===== config.mk =====
export PLATFORM = sky130hd
export DESIGN_NAME = sd_spi_blk_engine
export DESIGN_NICKNAME = d
export VERILOG_FILES = /design/src/rtl/sdblk_pkg.sv /design/src/rtl/sdblk_crc16.sv /design/src/rtl/sdblk_dncnt.sv /design/src/rtl/sdblk_waitcnt.sv /design/src/rtl/sd_spi_blk_engine.sv
export SDC_FILE = /design/constraint.sdc
export NUM_CORES = 1
export LEC_CHECK = 0
export BUFFER_PORTS_ARGS = -buffer_cell sky130_fd_sc_hd__buf_2
export CAP_MARGIN = 10
export CELL_PAD_IN_SITES_DETAIL_PLACEMENT = 1
export CELL_PAD_IN_SITES_GLOBAL_PLACEMENT = 1
export CORE_MARGIN = 2
export CORE_UTILIZATION = 43
export DETAILED_ROUTE_END_ITERATION = 10
export PLACE_DENSITY_LB_ADDON = 0.1
export SYNTH_ARGS = -nofsm -noshare
export SYNTH_HDL_FRONTEND = slang
export SYNTH_SLANG_ARGS = --single-unit

===== constraint.sdc =====
create_clock -name clk -period 3.1 [get_ports clk]
set_input_delay 0.465 -clock clk [delete_from_list [all_inputs] [get_ports clk]]
set_output_delay 0.465 -clock clk [all_outputs]
set_load 0.02 [all_outputs]

===== src/rtl/sdblk_pkg.sv =====
package sdblk_pkg;

    localparam logic [7:0] TOK_START = 8'hFE;
    localparam logic [7:0] BYTE_FILL = 8'hFF;
    localparam logic [2:0] RESP_OK   = 3'b010;

    typedef enum logic [3:0] {
        ST_IDLE,
        ST_R_WAIT,
        ST_R_DATA,
        ST_R_CRC_HI,
        ST_R_CRC_LO,
        ST_W_TOKEN,
        ST_W_DATA,
        ST_W_CRC_HI,
        ST_W_CRC_LO,
        ST_W_RESP,
        ST_W_BUSY,
        ST_FINISH
    } blk_state_e;

    typedef struct packed {
        logic crc_bad;
        logic wr_rej;
        logic tmo;
    } blk_err_s;

    function automatic logic [15:0] crc16_step(input logic [15:0] c, input logic [7:0] d);
        logic [15:0] r;
        r = c ^ {d, 8'h00};
        for (int i = 0; i < 8; i++) begin
            r = r[15] ? ((r << 1) ^ 16'h1021) : (r << 1);
        end
        return r;
    endfunction

    function automatic logic is_resp_token(input logic [7:0] b);
        return (b[4] == 1'b0) && (b[0] == 1'b1);
    endfunction

endpackage


===== src/rtl/sdblk_crc16.sv =====
module sdblk_crc16 (
    input  logic        clk,
    input  logic        rst,
    input  logic        clr,
    input  logic        en,
    input  logic [7:0]  din,
    output logic [15:0] crc
);
    import sdblk_pkg::*;

    always_ff @(posedge clk) begin
        if (rst || clr) begin
            crc <= 16'h0000;
        end else if (en) begin
            crc <= crc16_step(crc, din);
        end
    end
endmodule


===== src/rtl/sdblk_dncnt.sv =====
module sdblk_dncnt #(
    parameter int W = 10
) (
    input  logic         clk,
    input  logic         rst,
    input  logic         load,
    input  logic [W-1:0] load_val,
    input  logic         dec,
    output logic         is_last
);
    logic [W-1:0] cnt;

    always_ff @(posedge clk) begin
        if (rst) begin
            cnt <= '0;
        end else if (load) begin
            cnt <= load_val;
        end else if (dec && cnt != '0) begin
            cnt <= cnt - W'(1);
        end
    end

    assign is_last = (cnt == W'(1));
endmodule


===== src/rtl/sdblk_waitcnt.sv =====
module sdblk_waitcnt #(
    parameter int LIMIT = 1024
) (
    input  logic clk,
    input  logic rst,
    input  logic clr,
    input  logic inc,
    output logic expire
);
    localparam int CW = $clog2(LIMIT + 1);
    logic [CW-1:0] cnt;

    always_ff @(posedge clk) begin
        if (rst || clr) begin
            cnt <= '0;
        end else if (inc) begin
            cnt <= cnt + CW'(1);
        end
    end

    assign expire = inc && (cnt == CW'(LIMIT - 1));
endmodule


===== src/rtl/sd_spi_blk_engine.sv =====
module sd_spi_blk_engine #(
    parameter int MAX_LEN    = 512,
    parameter int LEN_W      = $clog2(MAX_LEN + 1),
    parameter int NUM_W      = 8,
    parameter int WAIT_LIMIT = 1024
) (
    input  logic             clk,
    input  logic             rst,
    input  logic             start,
    input  logic             write_mode,
    input  logic [LEN_W-1:0] blk_len,
    input  logic [NUM_W-1:0] blk_num,
    output logic             xfer_req,
    output logic [7:0]       xfer_tx,
    input  logic             xfer_done,
    input  logic [7:0]       xfer_rx,
    output logic [7:0]       rd_data,
    output logic             rd_valid,
    input  logic [7:0]       wr_data,
    input  logic             wr_valid,
    output logic             wr_ready,
    output logic             busy,
    output logic             done,
    output logic             crc_error,
    output logic             write_error,
    output logic             timeout_error
);
    import sdblk_pkg::*;

    blk_state_e       st;
    logic             pend;
    blk_err_s         errs;
    logic [7:0]       crc_hi_q;
    logic [LEN_W-1:0] len_q;
    logic [LEN_W-1:0] eff_len;
    logic [NUM_W-1:0] eff_num;
    logic [15:0]      crc;

    logic start_go, xchg_state, issue, ev, wr_take;
    logic byte_last, blk_last, wait_expire;
    logic blk_end, byte_dec, wait_clr, wait_inc;
    logic crc_clr, crc_en, resp_hit;
    logic [7:0] crc_din;

    // effective length and block count
    always_comb begin
        if (blk_len == '0)                        eff_len = LEN_W'(1);
        else if (blk_len > LEN_W'(MAX_LEN))       eff_len = LEN_W'(MAX_LEN);
        else                                      eff_len = blk_len;
        eff_num = (blk_num == '0) ? NUM_W'(1) : blk_num;
    end

    assign start_go   = start && (st == ST_IDLE);
    assign xchg_state = (st != ST_IDLE) && (st != ST_FINISH);
    assign issue      = !pend && xchg_state && ((st != ST_W_DATA) || wr_valid);
    assign ev         = pend && xfer_done;
    assign wr_ready   = (st == ST_W_DATA) && !pend;
    assign wr_take    = wr_ready && wr_valid;
    assign resp_hit   = is_resp_token(xfer_rx);

    assign xfer_req = issue;
    always_comb begin
        case (st)
            ST_W_TOKEN:  xfer_tx = TOK_START;
            ST_W_DATA:   xfer_tx = wr_data;
            ST_W_CRC_HI: xfer_tx = crc[15:8];
            ST_W_CRC_LO: xfer_tx = crc[7:0];
            default:     xfer_tx = BYTE_FILL;
        endcase
    end

    assign blk_end  = ev && ((st == ST_R_CRC_LO) || (st == ST_W_BUSY && xfer_rx != 8'h00));
    assign byte_dec = ev && ((st == ST_R_DATA) || (st == ST_W_DATA));
    assign wait_inc = ev && (((st == ST_R_WAIT) && (xfer_rx != TOK_START)) ||
                             ((st == ST_W_RESP) && !resp_hit));
    assign wait_clr = start_go || blk_end ||
                      (ev && (st == ST_R_WAIT) && (xfer_rx == TOK_START)) ||
                      (ev && (st == ST_W_RESP) && resp_hit);
    assign crc_clr  = start_go || blk_end;
    assign crc_en   = (ev && (st == ST_R_DATA)) || wr_take;
    assign crc_din  = (st == ST_R_DATA) ? xfer_rx : wr_data;

    sdblk_crc16 crc_i (
        .clk (clk), .rst (rst), .clr (crc_clr), .en (crc_en),
        .din (crc_din), .crc (crc)
    );

    sdblk_dncnt #(.W(LEN_W)) bytecnt_i (
        .clk (clk), .rst (rst), .load (start_go || blk_end),
        .load_val (start_go ? eff_len : len_q),
        .dec (byte_dec), .is_last (byte_last)
    );

    sdblk_dncnt #(.W(NUM_W)) blkcnt_i (
        .clk (clk), .rst (rst), .load (start_go), .load_val (eff_num),
        .dec (blk_end), .is_last (blk_last)
    );

    sdblk_waitcnt #(.LIMIT(WAIT_LIMIT)) waitcnt_i (
        .clk (clk), .rst (rst), .clr (wait_clr), .inc (wait_inc),
        .expire (wait_expire)
    );

    always_ff @(posedge clk) begin
        if (rst) begin
            st       <= ST_IDLE;
            pend     <= 1'b0;
            errs     <= '0;
            crc_hi_q <= 8'h00;
            len_q    <= '0;
            rd_data  <= 8'h00;
            rd_valid <= 1'b0;
        end else begin
            rd_valid <= 1'b0;
            if (issue)   pend <= 1'b1;
            else if (ev) pend <= 1'b0;

            case (st)
                ST_IDLE: begin
                    if (start_go) begin
                        errs  <= '0;
                        len_q <= eff_len;
                        st    <= write_mode ? ST_W_TOKEN : ST_R_WAIT;
                    end
                end
                ST_R_WAIT: if (ev) begin
                    if (xfer_rx == TOK_START) begin
                        st <= ST_R_DATA;
                    end else if (wait_expire) begin
                        errs.tmo <= 1'b1;
                        st       <= ST_FINISH;
                    end
                end
                ST_R_DATA: if (ev) begin
                    rd_data  <= xfer_rx;
                    rd_valid <= 1'b1;
                    if (byte_last) st <= ST_R_CRC_HI;
                end
                ST_R_CRC_HI: if (ev) begin
                    crc_hi_q <= xfer_rx;
                    st       <= ST_R_CRC_LO;
                end
                ST_R_CRC_LO: if (ev) begin
                    if ({crc_hi_q, xfer_rx} != crc) errs.crc_bad <= 1'b1;
                    st <= blk_last ? ST_FINISH : ST_R_WAIT;
                end
                ST_W_TOKEN:  if (ev) st <= ST_W_DATA;
                ST_W_DATA:   if (ev && byte_last) st <= ST_W_CRC_HI;
                ST_W_CRC_HI: if (ev) st <= ST_W_CRC_LO;
                ST_W_CRC_LO: if (ev) st <= ST_W_RESP;
                ST_W_RESP: if (ev) begin
                    if (resp_hit) begin
                        if (xfer_rx[3:1] == RESP_OK) begin
                            st <= ST_W_BUSY;
                        end else begin
                            errs.wr_rej <= 1'b1;
                            st          <= ST_FINISH;
                        end
                    end else if (wait_expire) begin
                        errs.tmo <= 1'b1;
                        st       <= ST_FINISH;
                    end
                end
                ST_W_BUSY: if (blk_end) begin
                    st <= blk_last ? ST_FINISH : ST_W_TOKEN;
                end
                ST_FINISH: st <= ST_IDLE;
                default:   st <= ST_IDLE;
            endcase
        end
    end

    assign busy          = (st != ST_IDLE);
    assign done          = (st == ST_FINISH);
    assign crc_error     = errs.crc_bad;
    assign write_error   = errs.wr_rej;
    assign timeout_error = errs.tmo;

endmodule


After elaboration in Yosys (flattened, before gate mapping)
Index checks and enable logic that the tools add are counted.
{"block": "op_classes", "add_sub_neg": 3, "magnitude_cmp": 1, "n_eq_ne": 37, "muxes": 54, "n_bitwise": 11, "n_reduce_logical": 55}
{"operator": "13-bit two-way mux", "n": 8}
{"operator": "4-bit two-way mux", "n": 17}
{"operator": "10-bit two-way mux", "n": 5}
{"operator": "4-bit case mux with 11 select lines", "n": 1}
{"operator": "8-bit two-way mux", "n": 4}
{"operator": "8-bit case mux with 4 select lines", "n": 1}
{"operator": "2-bit inequality test (second input constant)", "n": 15}
{"operator": "3-bit NOT", "n": 8}
{"operator": "1-bit logical AND", "n": 23}
{"operator": "4-bit by 3-bit == test with 1-bit output (second input constant)", "n": 4}
{"operator": "4-bit == test (second input constant)", "n": 4}
{"operator": "16-bit inequality test", "n": 1}
{"operator": "8-bit nonzero test", "n": 2}
{"operator": "16-bit bitwise XOR", "n": 1}
{"operator": "1-bit two-way mux", "n": 12}
{"operator": "12-bit AND reduction", "n": 1}
{"operator": "11-bit by 1-bit adder with 11-bit output (second input constant)", "n": 1}
{"operator": "11-bit by 10-bit == test with 1-bit output (second input constant)", "n": 1}
{"operator": "10-bit by 1-bit == test with 1-bit output (second input constant)", "n": 1}
{"operator": "10-bit greater-than comparator (second input constant)", "n": 1}
{"operator": "10-bit zero test", "n": 1}
{"operator": "1-bit logical OR", "n": 10}
{"operator": "10-bit nonzero test", "n": 1}
{"operator": "2-bit nonzero test", "n": 5}
{"operator": "other kinds (26)", "n": 33}
{"block": "word_totals", "regBits": 80, "in_bits": 40, "out_inout_bits": 24, "word_cells": 174}

Logic depth before layout (Yosys ltp)
Gate-level depths: netlist (run 1).
{"block": "logic_depth", "word_depth": 19, "depth_mapped": 8, "depth_no_buf": 8}

Modules after synthesis
A second synthesis (run 1) with hierarchy kept.
{"block": "unflattened", "cells_unflattened": 568, "hier_area_um2": 4958.5}
{"module": "sd_spi_blk_engine", "instances": 1, "cells_per_inst": 295, "area_each_um2": 2304.7, "seq_area_each_um2": 700.7}
{"module": "sdblk_crc16", "instances": 1, "cells_per_inst": 80, "area_each_um2": 957.2, "seq_area_each_um2": 320.3}
{"module": "sdblk_dncnt at bytecnt_i", "instances": 1, "cells_per_inst": 76, "area_each_um2": 649.4, "seq_area_each_um2": 200.2}
{"module": "sdblk_dncnt at blkcnt_i", "instances": 1, "cells_per_inst": 59, "area_each_um2": 524.3, "seq_area_each_um2": 160.2}
{"module": "sdblk_waitcnt", "instances": 1, "cells_per_inst": 58, "area_each_um2": 523.0, "seq_area_each_um2": 220.2}

Least setup slack after synthesis (run 1)
No wires, ideal clock.
{"block": "synth_timing", "path_kind": "register -> output", "from": "register st[2]", "to": "output xfer_req", "arrival_ps": 1703, "required_ps": 2635, "setup_slack_ps": 932, "stages_incl_launch_ff": 5, "n_path_buf": 2, "cell_sequence": "dfxtp_1 buf_2 buf_1 nor3b_1 a211oi_1"}
{"block": "synth_via", "elab_chain_cells": 4, "elab_cells_between_ends": 7}
{"element": "from (decl)", "line_no": "sd_spi_blk_engine.sv:30", "source": "blk_state_e st;"}
{"element": "from (signal assigned)", "line_no": "sd_spi_blk_engine.sv:123", "source": "st <= write_mode ? ST_W_TOKEN : ST_R_WAIT;"}
{"element": "from (signal assigned)", "line_no": "sd_spi_blk_engine.sv:145", "source": "st <= blk_last ? ST_FINISH : ST_R_WAIT;"}
{"element": "from (signal assigned)", "line_no": "sd_spi_blk_engine.sv:165", "source": "st <= blk_last ? ST_FINISH : ST_W_TOKEN;"}
{"element": "4-bit inequality test / 4-bit nonzero test (equally long branches)", "line_no": "sd_spi_blk_engine.sv:54", "source": "assign xchg_state = (st != ST_IDLE) && (st != ST_FINISH);"}
{"element": "1-bit logical AND", "line_no": "sd_spi_blk_engine.sv:54"}
{"element": "1-bit logical AND", "line_no": "sd_spi_blk_engine.sv:55", "source": "assign issue = !pend && xchg_state && ((st != ST_W_DATA) || wr_valid);"}
{"element": "1-bit logical AND *", "line_no": "sd_spi_blk_engine.sv:55"}
{"element": "to (decl)", "line_no": "sd_spi_blk_engine.sv:13", "source": "output logic xfer_req,"}
Mark *: on every way between the ends. The rest lies on a longest branch, timed or not.

Worst setup path in the final report (run 1)
{"block": "layout_timing", "from": "register st[2]", "to": "output xfer_tx[0]"}
{"block": "layout_via", "elab_chain_cells": 2, "elab_cells_between_ends": 5}
{"element": "4-bit == test / 4-bit by 3-bit == test with 1-bit output (equally long branches)", "line_no": "sd_spi_blk_engine.sv:63", "source": "case (st)"}
{"element": "8-bit case mux with 4 select lines *", "line_no": "sd_spi_blk_engine.sv:63"}
{"element": "to (decl)", "line_no": "sd_spi_blk_engine.sv:14", "source": "output logic [7:0] xfer_tx,"}
Marked as above.

==> flow_metrics.tcl, run 1 <==
set metrics [dict create \
    outcome "finished clean" \
    cts-resized-gates 0 \
    synth-simple-area-share_pct 27.4 \
    min-delay-start "blk_len[5]" \
    ys_seq_area_share_pct 34.6 \
    synth-adder-area-share_pct 1.35 \
    drtPass1Iterations 7 \
    fmax_ghz 0.353 \
    drtAntennaViolNets 0 \
    final_max_slew_viol_count 0 \
    crit_required_ns 2.63 \
    rsz0062_at_grt "no" \
    min_period_ns 2.83 \
    combPwrFrac_pct 47.5 \
    grt_pass1_wl_mm 22.4 \
    syn-num-nets 607 \
    synth_cell_type_count 71 \
    r2r-start "st[3]" \
    cts_tree "done" \
    cp.arrival_ns 2.37 \
    first_iter_violations 214 \
    critPathKind "reg -> out" \
    final_nets 661 \
    yosysTopAreaCell "dfxtp_1" \
    cp-end-kind "output port" \
    clk_pin_slew_ns 0.09 \
    yosysWarningCount 0 \
    dieArea_um2 11600 \
    ios 64 \
    numCtsBuffers 9 \
    clockRootBuffer "clkbuf_8" \
    rr_endpoint "crc_i.crc[8]" \
    vias 4410 \
    grt_usage_pct 24.7 \
    drc 0 \
    synthArstFlopShare_pct 0 \
    synth_top_area_share_pct 34.6 \
    regArea_um2 1600 \
    min_path_type "in -> reg" \
    final_area_um2 5270 \
    synth_top_family_by_area "simple AND/OR/NAND/NOR gates" \
    p_total_mw 4.03 \
    clock_sinks 80 \
    core.rowCount 37 \
    ys_ff_latch 80 \
    ir_worst_vdd_mv 0.395 \
    fin_crit_sh_pct 91.4 \
    synthCells 562 \
    crit_end "xfer_tx[0]" \
    die_h_um 108 \
    layout_setup_ws_ns 0.266 \
    tightest_slew_ns 0.827 \
    syn2layout_area_growth_pct 13.8 \
    max_slew_margin_pct 44.8 \
    dp.final_hpwl_mm 9.98 \
    clockBufferDepth 2 \
    finalWirelength_mm 13.6 \
    grt_overflow_total 0 \
    synth_compound_area_share_pct 17.5 \
    wire_per_inst_um 18.0 \
    postCtsSetupBuffers 0 \
    power_density_nw_per_um2 764 \
    p_int_mw 2.26 \
    start_util_pct 44.7 \
    utilization_pct 50.8 \
    synthTopCellsByArea "dfxtp_1 35%, nor2_1 6.2%, mux2i_1 5.4%" \
    skew_ns 0.0105 \
    worstSetupStartpoint "st[2]" \
    drive_above_1_share_pct 18.5 \
    insertion_delay_ns 0.36 \
    synth_mux_area_share_pct 5.70 \
    cap_violations 0 \
    gp_congestion 0.866 \
    synthFlopType "dfxtp_1" \
    grt_max_degree 54 \
    setup_violations 0 \
    place_ws_ns 0.468 \
    p_seq_share_pct 34.2 \
    dpl_cell_area_um2 5080 \
    cts.htree.levels 3 \
    port_buffers 63 \
    multi_input_area_um2 2850 \
    antenna-diode-count 0 \
    critPathMaxFanout 25 \
    fillers 1282 \
    grt_pass1_vias 4319 \
    synthXorXnorAreaFrac_pct 9.45 \
    synth_edf_count 0 \
    syn_area_um2 4630 \
    p_switching_mw 1.76 \
    drt-vias-per-instance 5.83 \
    coreArea_um2 10400 \
    p_leak_nw 1.91 \
    antenna_found_initial 0 \
    hold_viol_final 0 \
    syn_area_per_cell_um2 8.24 \
    final.setup.tns_ns 0 \
    critPathLaunchType "flip-flop" \
    swShare_pct 43.8 \
    worst-r2r-cell-count 7 \
    clkPwrFrac_pct 18.3 \
    die_w_um 108 \
    ctsHoldBuffers 0 \
    r2r_slack_ns 0.37 \
]
-- worst min-delay path by stage --
| stage | slack [ns] | cells past startpoint | endpoint |
|---|---|---|---|
| 3_3_place_gp | 0.44 | 2 | crc_error |
| 2_1_floorplan | 0.44 | 2 | blkcnt_i.cnt[1] |
| 4_1_cts | 0.39 | 3 | len_q[5] |
| 6_report | 0.39 | 3 | len_q[5] |
| 5_1_grt | 0.41 | 3 | len_q[5] |
| 3_5_place_dp | 0.45 | 2 | crc_error |
-- Yosys cell counts (all sizes together), types with 11 or more instances --
master and n:
dfxtp 80, nor2 77, a21oi 49, nand2 34, xnor2 29, mux2i 26
o21ai 24, clkbuf 23, nand3 20, nor3 19, xor2 18, nor4 15
nand4 14, buf 13, a211oi 11
-- placed cells by master (no fill, tap or decap), types with 8 or more instances in the layout --
cell | Yosys | layout
mux2i_1 | 25 | 25
a211oi_1 | 11 | 11
xor2_1 | 18 | 18
o21ai_0 | 21 | 21
buf_4 | 1 | 15
inv_1 | 8 | 8
xnor2_1 | 27 | 27
dfxtp_1 | 80 | 80
nand3_1 | 20 | 20
nor3_1 | 19 | 19
nor2_1 | 76 | 76
nand2_1 | 32 | 32
nor4_1 | 13 | 13
a21oi_1 | 49 | 49
clkbuf_8 | 0 | 12
buf_2 | 8 | 64
nand4_1 | 14 | 14
or3_1 | 8 | 8
-- power by group through the flow --
stage	Combinational (mW)	Clock (mW)	Sequential, mW
floorplan	1.47	0	1.29
global route	2.13	0.806	1.40
detailed placement	1.90	0	1.40
CTS	1.91	0.753	1.37
global placement	1.84	0	1.38
finish	1.91	0.735	1.38
-- area by class of cell --
| class | instances | share of cell area, % |
|---|---|---|
| Clock inverter | 3 | 0.285 |
| Inverter | 8 | 0.570 |
| Sequential cell | 80 | 30.4 |
| Clock buffer | 13 | 3.21 |
| Multi-Input combinational cell | 438 | 54.1 |
| Tap cell | 136 | 3.23 |
| Timing Repair Buffer | 79 | 8.21 |
-- flip-flops by register name, summed over array words and instances, names as in the netlist --
register	cells
blkcnt_i.cnt	8
bytecnt_i.cnt	10
crc_error	1
crc_hi_q	8
crc_i.crc	16
len_q	10
pend	1
rd_data	8
rd_valid	1
st	4
timeout_error	1
waitcnt_i.cnt	11
write_error	1
-- through the flow --
stage               instances  hold slack [ns]
detailed placement        740            0.446
global placement          740            0.443
floorplan                 562            0.445
global route              757            0.408
finish                    757            0.394
CTS                       756            0.389
-- metal layers --
metal	track usage [%]	vias to the layer above	part of all wire [%]
met2	40.5	107	46
li1	-	2132	-
met5	0	-	0
met4	8.52	0	2.1
met1	32.9	2149	47
met3	3.75	22	4.2
-- critical path: stages (launching register included) --
cell      delay (ns)
dfxtp_1         0.40
buf_4           0.25
nor2_1          0.36
nand3b_1        0.44
o22a_1          0.38
buf_2           0.16
-- logic make-up (layout without fill, tap and decap cells) --
| kind of cell | after synthesis | count (layout) |
|---|---|---|
| and+or+nand+nor | 237 | 237 |
| muxes | 26 | 26 |
| DFF | 80 | 80 |
| buffers and inverters | 44 | 103 |
| adders and majority gates | 5 | 5 |
| AOI/OAI and AO/OA | 123 | 123 |
| xor gates and xnor gates | 47 | 47 |
Note: power is estimated with default switching activity, not from simulation.
==> run 2, diff against run 1 <==
Settings changed: CORE_UTILIZATION 43 to 46.
Clock period 3.1 ns to 3.5 ns, I/O delays scaled along.
==> flow_metrics.tcl, run 2 (synthesized netlist as in run 1, its figures left out) <==
set metrics [dict create \
    outcome "finished clean" \
    worst-r2r-cell-count 6 \
    insertion_delay_ns 0.37 \
    critPathKind "reg -> out" \
    core.rowCount 36 \
    drt-vias-per-instance 5.80 \
    grt_overflow_total 0 \
    min-delay-start "crc_error" \
    dieArea_um2 10900 \
    fin_crit_sh_pct 84.7 \
    largest_reg_flops 16 \
    final_max_slew_viol_count 0 \
    drtPass1Iterations 4 \
    hold_viol_final 0 \
    cap_violations 0 \
    min_period_ns 2.97 \
    crit_chain "nor2_1, o21bai_1, a211oi_1, buf_2" \
    coreArea_um2 9770 \
    critPathLaunchType "flip-flop" \
    top_regs "crc_i.crc x16, waitcnt_i.cnt x11" \
    port_buffers 63 \
    placed_cells 732 \
    cp.buffers_inverters 1 \
    p_leak_nw 1.90 \
    clock_sinks 80 \
    clockBufferDepth 2 \
    r2r-start "st[1]" \
    grt_usage_pct 25.5 \
    postCtsSetupBuffers 0 \
    drc 0 \
    gp_congestion 0.889 \
    vias 4335 \
    fmax_ghz 0.337 \
    cts.htree.levels 3 \
    min_to "crc_error" \
    setup_violations 0 \
    syn2layout_area_growth_pct 13.7 \
    cp-end-kind "output port" \
    finalWirelength_mm 13.4 \
    r2r_slack_ns 0.73 \
    min_path_type "reg -> reg" \
    start_util_pct 47.4 \
    final_nets 656 \
    drive_above_1_share_pct 17.6 \
    wire_per_inst_um 17.9 \
    cpMaxStageDelayCell "dfxtp_1" \
    final_cell_mix "80 x dfxtp_1, 76 x nor2_1, 64 x buf_2, 49 x a21oi_1, 32 x nand2_1" \
    rr_endpoint "bytecnt_i.cnt[4]" \
    first_iter_violations 178 \
    fillers 1218 \
    ios 64 \
    clockRootBuffer "clkbuf_8" \
    cts_tree "done" \
    path_delay_family "flip-flops" \
    ctsHoldBuffers 0 \
    cts-resized-gates 0 \
    min_path_cells 2 \
    instances_no_fill 747 \
    grt_pass1_vias 4455 \
    final_common_cell "dfxtp_1" \
    final_area_um2 5270 \
    cp.arrival_ns 2.44 \
    die_w_um 104 \
    clk_pin_slew_ns 0.07 \
    rsz0062_at_grt "no" \
    regMostFlops "crc_i.crc" \
    max_slew_margin_pct 44.4 \
    crit_required_ns 2.97 \
    drtAntennaViolNets 0 \
    power_density_nw_per_um2 701 \
    antenna_found_initial 0 \
    ir_worst_vdd_mv 0.290 \
    critPathMaxStageDelay_ns 0.83 \
    final.setup.tns_ns 0 \
    skew_ns 0.0109 \
    die_h_um 104 \
    critPathMaxFanout 22 \
    numCtsBuffers 9 \
    antenna-diode-count 0 \
    tightest_slew_ns 0.833 \
    grt_pass1_wl_mm 22.6 \
    dp.final_hpwl_mm 9.66 \
    dpl_cell_area_um2 5040 \
    grt_max_degree 54 \
]
[run 2: tightest hold or removal path: stages (launching register included)]
cell	delay (ns)
dfxtp_1	0.32
nand2_1	0.06
a21oi_1	0.05
[run 2: final cells by class]
cell class / instances / area [µm²] / share of cell area (%)
Clock buffer: 10 / 128 / 2.42
Clock inverter: 4 / 95.1 / 1.81
Inverter: 8 / 30.0 / 0.570
Multi-Input combinational cell: 438 / 2850 / 54.1
Sequential cell: 80 / 1600 / 30.4
Tap cell: 133 / 166 / 3.16
Timing Repair Buffer: 74 / 395 / 7.51
[run 2: worst max path at each step]
stage / startpoint / cells after the start / endpoint / slack (ns)
3_5_place_dp: st[1] / 7 / crc_i.crc[15] / 0.79
5_1_grt: st[1] / 4 / xfer_req / 0.44
4_1_cts: st[1] / 4 / xfer_req / 0.59
3_3_place_gp: st[1] / 7 / crc_i.crc[8] / 0.89
6_report: st[1] / 4 / xfer_req / 0.53
2_1_floorplan: st[2] / 4 / xfer_req / 1.27
[run 2: metrics by stage]
step	hold WS, ns	utilization, %	setup slack, ns	total power [mW]
after floorplan	0.445	-	1.27	2.45
after global placement	0.456	51.6	0.891	2.83
after detailed placement	0.466	51.6	0.790	2.89
after CTS	0.470	53.8	0.588	3.70
after global routing	0.492	53.9	0.444	3.94
final	0.472	53.9	0.535	3.69
[run 2: report_power, final]
group / internal (mW) / switching, mW
Clock: 0.465 / 0.338
Sequential: 1.03 / 0.181
Combinational: 0.648 / 1.03
Total: 2.14 / 1.55
[run 2: metal layers]
metal / share of wire, % / global-route usage, % / vias to the layer above / wire length (µm)
li1: - / - / 2131 / -
met1: 46 / 32.3 / 2093 / 6120
met2: 48 / 43.7 / 85 / 6410
met3: 4.0 / 3.82 / 26 / 541
met4: 2.2 / 9.27 / 0 / 300
met5: 0 / 0 / - / 0
==> run 3, diff against run 2 <==
Settings changed: CORE_UTILIZATION 46 to 39.
Clock period 3.5 ns to 2.6 ns, I/O delays scaled along.
==> flow_metrics.tcl, run 3 (synthesized netlist as in run 1, its figures left out) <==
set metrics [dict create \
    outcome "finished with violations" \
    violations "design-rule violations" \
    drive_above_1_share_pct 20.6 \
    layout_setup_ws_ns 0.211 \
    dp.final_hpwl_mm 10.5 \
    cts.htree.levels 3 \
    syn2layout_area_growth_pct 20.0 \
    ios 64 \
    r2r_slack_ns 0.22 \
    cp.depth 7 \
    clock_sinks 80 \
    gp_congestion 0.841 \
    clk_pin_slew_ns 0.06 \
    numCtsBuffers 9 \
    holdWs_ns 0.330 \
    grt_pass1_wl_mm 23.5 \
    die_h_um 113 \
    final_cell_mix "79 x dfxtp_1, 76 x nor2_1, 63 x buf_2, 49 x a21oi_1, 32 x nand2_1" \
    drt-vias-per-instance 5.59 \
    clkPwrFrac_pct 26.3 \
    skew_ns 0.00660 \
    grt_pass1_vias 4524 \
    final_nets 676 \
    coreArea_um2 11500 \
    drc 6 \
    critPathMaxFanout 12 \
    critPathKind "reg -> out" \
    core.rowCount 39 \
    vias 4355 \
    cp.arrival_ns 2.00 \
    min_period_ns 2.39 \
    final_area_um2 5560 \
    fillers 1410 \
    finalWirelength_mm 14.0 \
    utilization_pct 48.3 \
    setup_violations 0 \
    min-delay-start "blk_len[6]" \
    start_util_pct 40.2 \
    rsz0062_at_grt "no" \
    min_path_type "in -> reg" \
    crit_chain "buf_4, nor2_1, buf_4, nand3b_1, nor2_1, a21oi_1, buf_2" \
    cts_tree "done" \
    tightest_slew_ns 1.02 \
    insertion_delay_ns 0.35 \
    instances_no_fill 779 \
    ir_worst_vdd_mv 0.316 \
    antenna_found_initial 0 \
    cp-end-kind "output port" \
    postCtsSetupBuffers 0 \
    drtPass1Iterations 7 \
    p_seq_share_pct 29.0 \
    place_ws_ns 0.115 \
    final_max_slew_viol_count 0 \
    port_buffers 63 \
    fmax_ghz 0.419 \
    grt_usage_pct 23.0 \
    critPathMaxStageDelay_ns 0.43 \
    p_int_mw 3.29 \
    p_leak_nw 2.05 \
    clockRootBuffer "clkbuf_16" \
    largest_reg_flops 16 \
    critPathLaunchType "flip-flop" \
    grt_max_degree 54 \
    crit_required_ns 2.21 \
    dieArea_um2 12800 \
    first_iter_violations 264 \
    worstSetupStartpoint "st[1]" \
    die_w_um 113 \
    drtAntennaViolNets 0 \
    cpMaxStageDelayCell "dfxtp_1" \
    p_switching_mw 2.20 \
    cp.buffers_inverters 3 \
    dpl_cell_area_um2 5220 \
    max_slew_margin_pct 31.6 \
    r2r-start "st[0]" \
    combPwrFrac_pct 44.7 \
    clockBufferDepth 2 \
    power_density_nw_per_um2 988 \
    ctsHoldBuffers 0 \
    crit_end "xfer_tx[5]" \
    grt_overflow_total 0 \
    final.setup.tns_ns 0 \
    top_regs "crc_i.crc x16, waitcnt_i.cnt x11" \
    worst-r2r-cell-count 7 \
    p_total_mw 5.49 \
    regMostFlops "crc_i.crc" \
    final_common_cell "dfxtp_1" \
    rr_endpoint "crc_i.crc[13]" \
    cap_violations 0 \
    swShare_pct 40.1 \
    placed_cells 763 \
    path_delay_family "buffers and inverters" \
    antenna-diode-count 0 \
    fin_crit_sh_pct 91.9 \
    wire_per_inst_um 18.0 \
    hold_viol_final 0 \
]
[run 3: power groups by stage]
stage,Clock [mW],Combinational (mW),Sequential (mW)
floorplan,0,1.75,1.54
global placement,0,2.37,1.60
detailed placement,0,2.44,1.61
CTS,1.47,2.45,1.59
global route,1.53,2.71,1.62
finish,1.45,2.45,1.59
[run 3: worst register-to-register path, cell delays in order (launching register included)]
cell	delay, ns
dfxtp_1	0.40
nor4b_2	0.32
buf_4	0.26
mux2i_1	0.35
xnor2_2	0.22
xnor2_1	0.23
or4_1	0.45
nand3_1	0.09
[run 3: final cells by class]
class                   instances  area [µm²]  area share, %
clock buffers                  10         229           4.12
clock inverters                 6         108           1.94
inverters                       8        30.0          0.540
multi-input cells             438        2850           51.3
flip-flops and latches         80        1600           28.8
well taps                     143         179           3.22
repair buffers                 94         561           10.1
[run 3: worst min path at each step]
stage,to,slack [ns],depth (start not counted)
4_1_cts,len_q[6],0.33,3
3_3_place_gp,timeout_error,0.46,2
3_5_place_dp,timeout_error,0.46,2
6_report,len_q[6],0.33,3
2_1_floorplan,blkcnt_i.cnt[1],0.44,2
5_1_grt,len_q[6],0.36,3
[run 3: metal layers]
| layer | routed length [µm] | GRT usage (%) | vias up |
|---|---|---|---|
| li1 | - | - | 2167 |
| met4 | 197 | 7.32 | 0 |
| met3 | 435 | 3.27 | 14 |
| met1 | 6640 | 29.8 | 2102 |
| met5 | 0 | 0 | - |
| met2 | 6770 | 39.6 | 72 |
[run 3: what timing repair did]
item,in CTS,in global routing
setup endpoints to repair,0,3
hold endpoints to repair,0,0
resized for setup,0,1
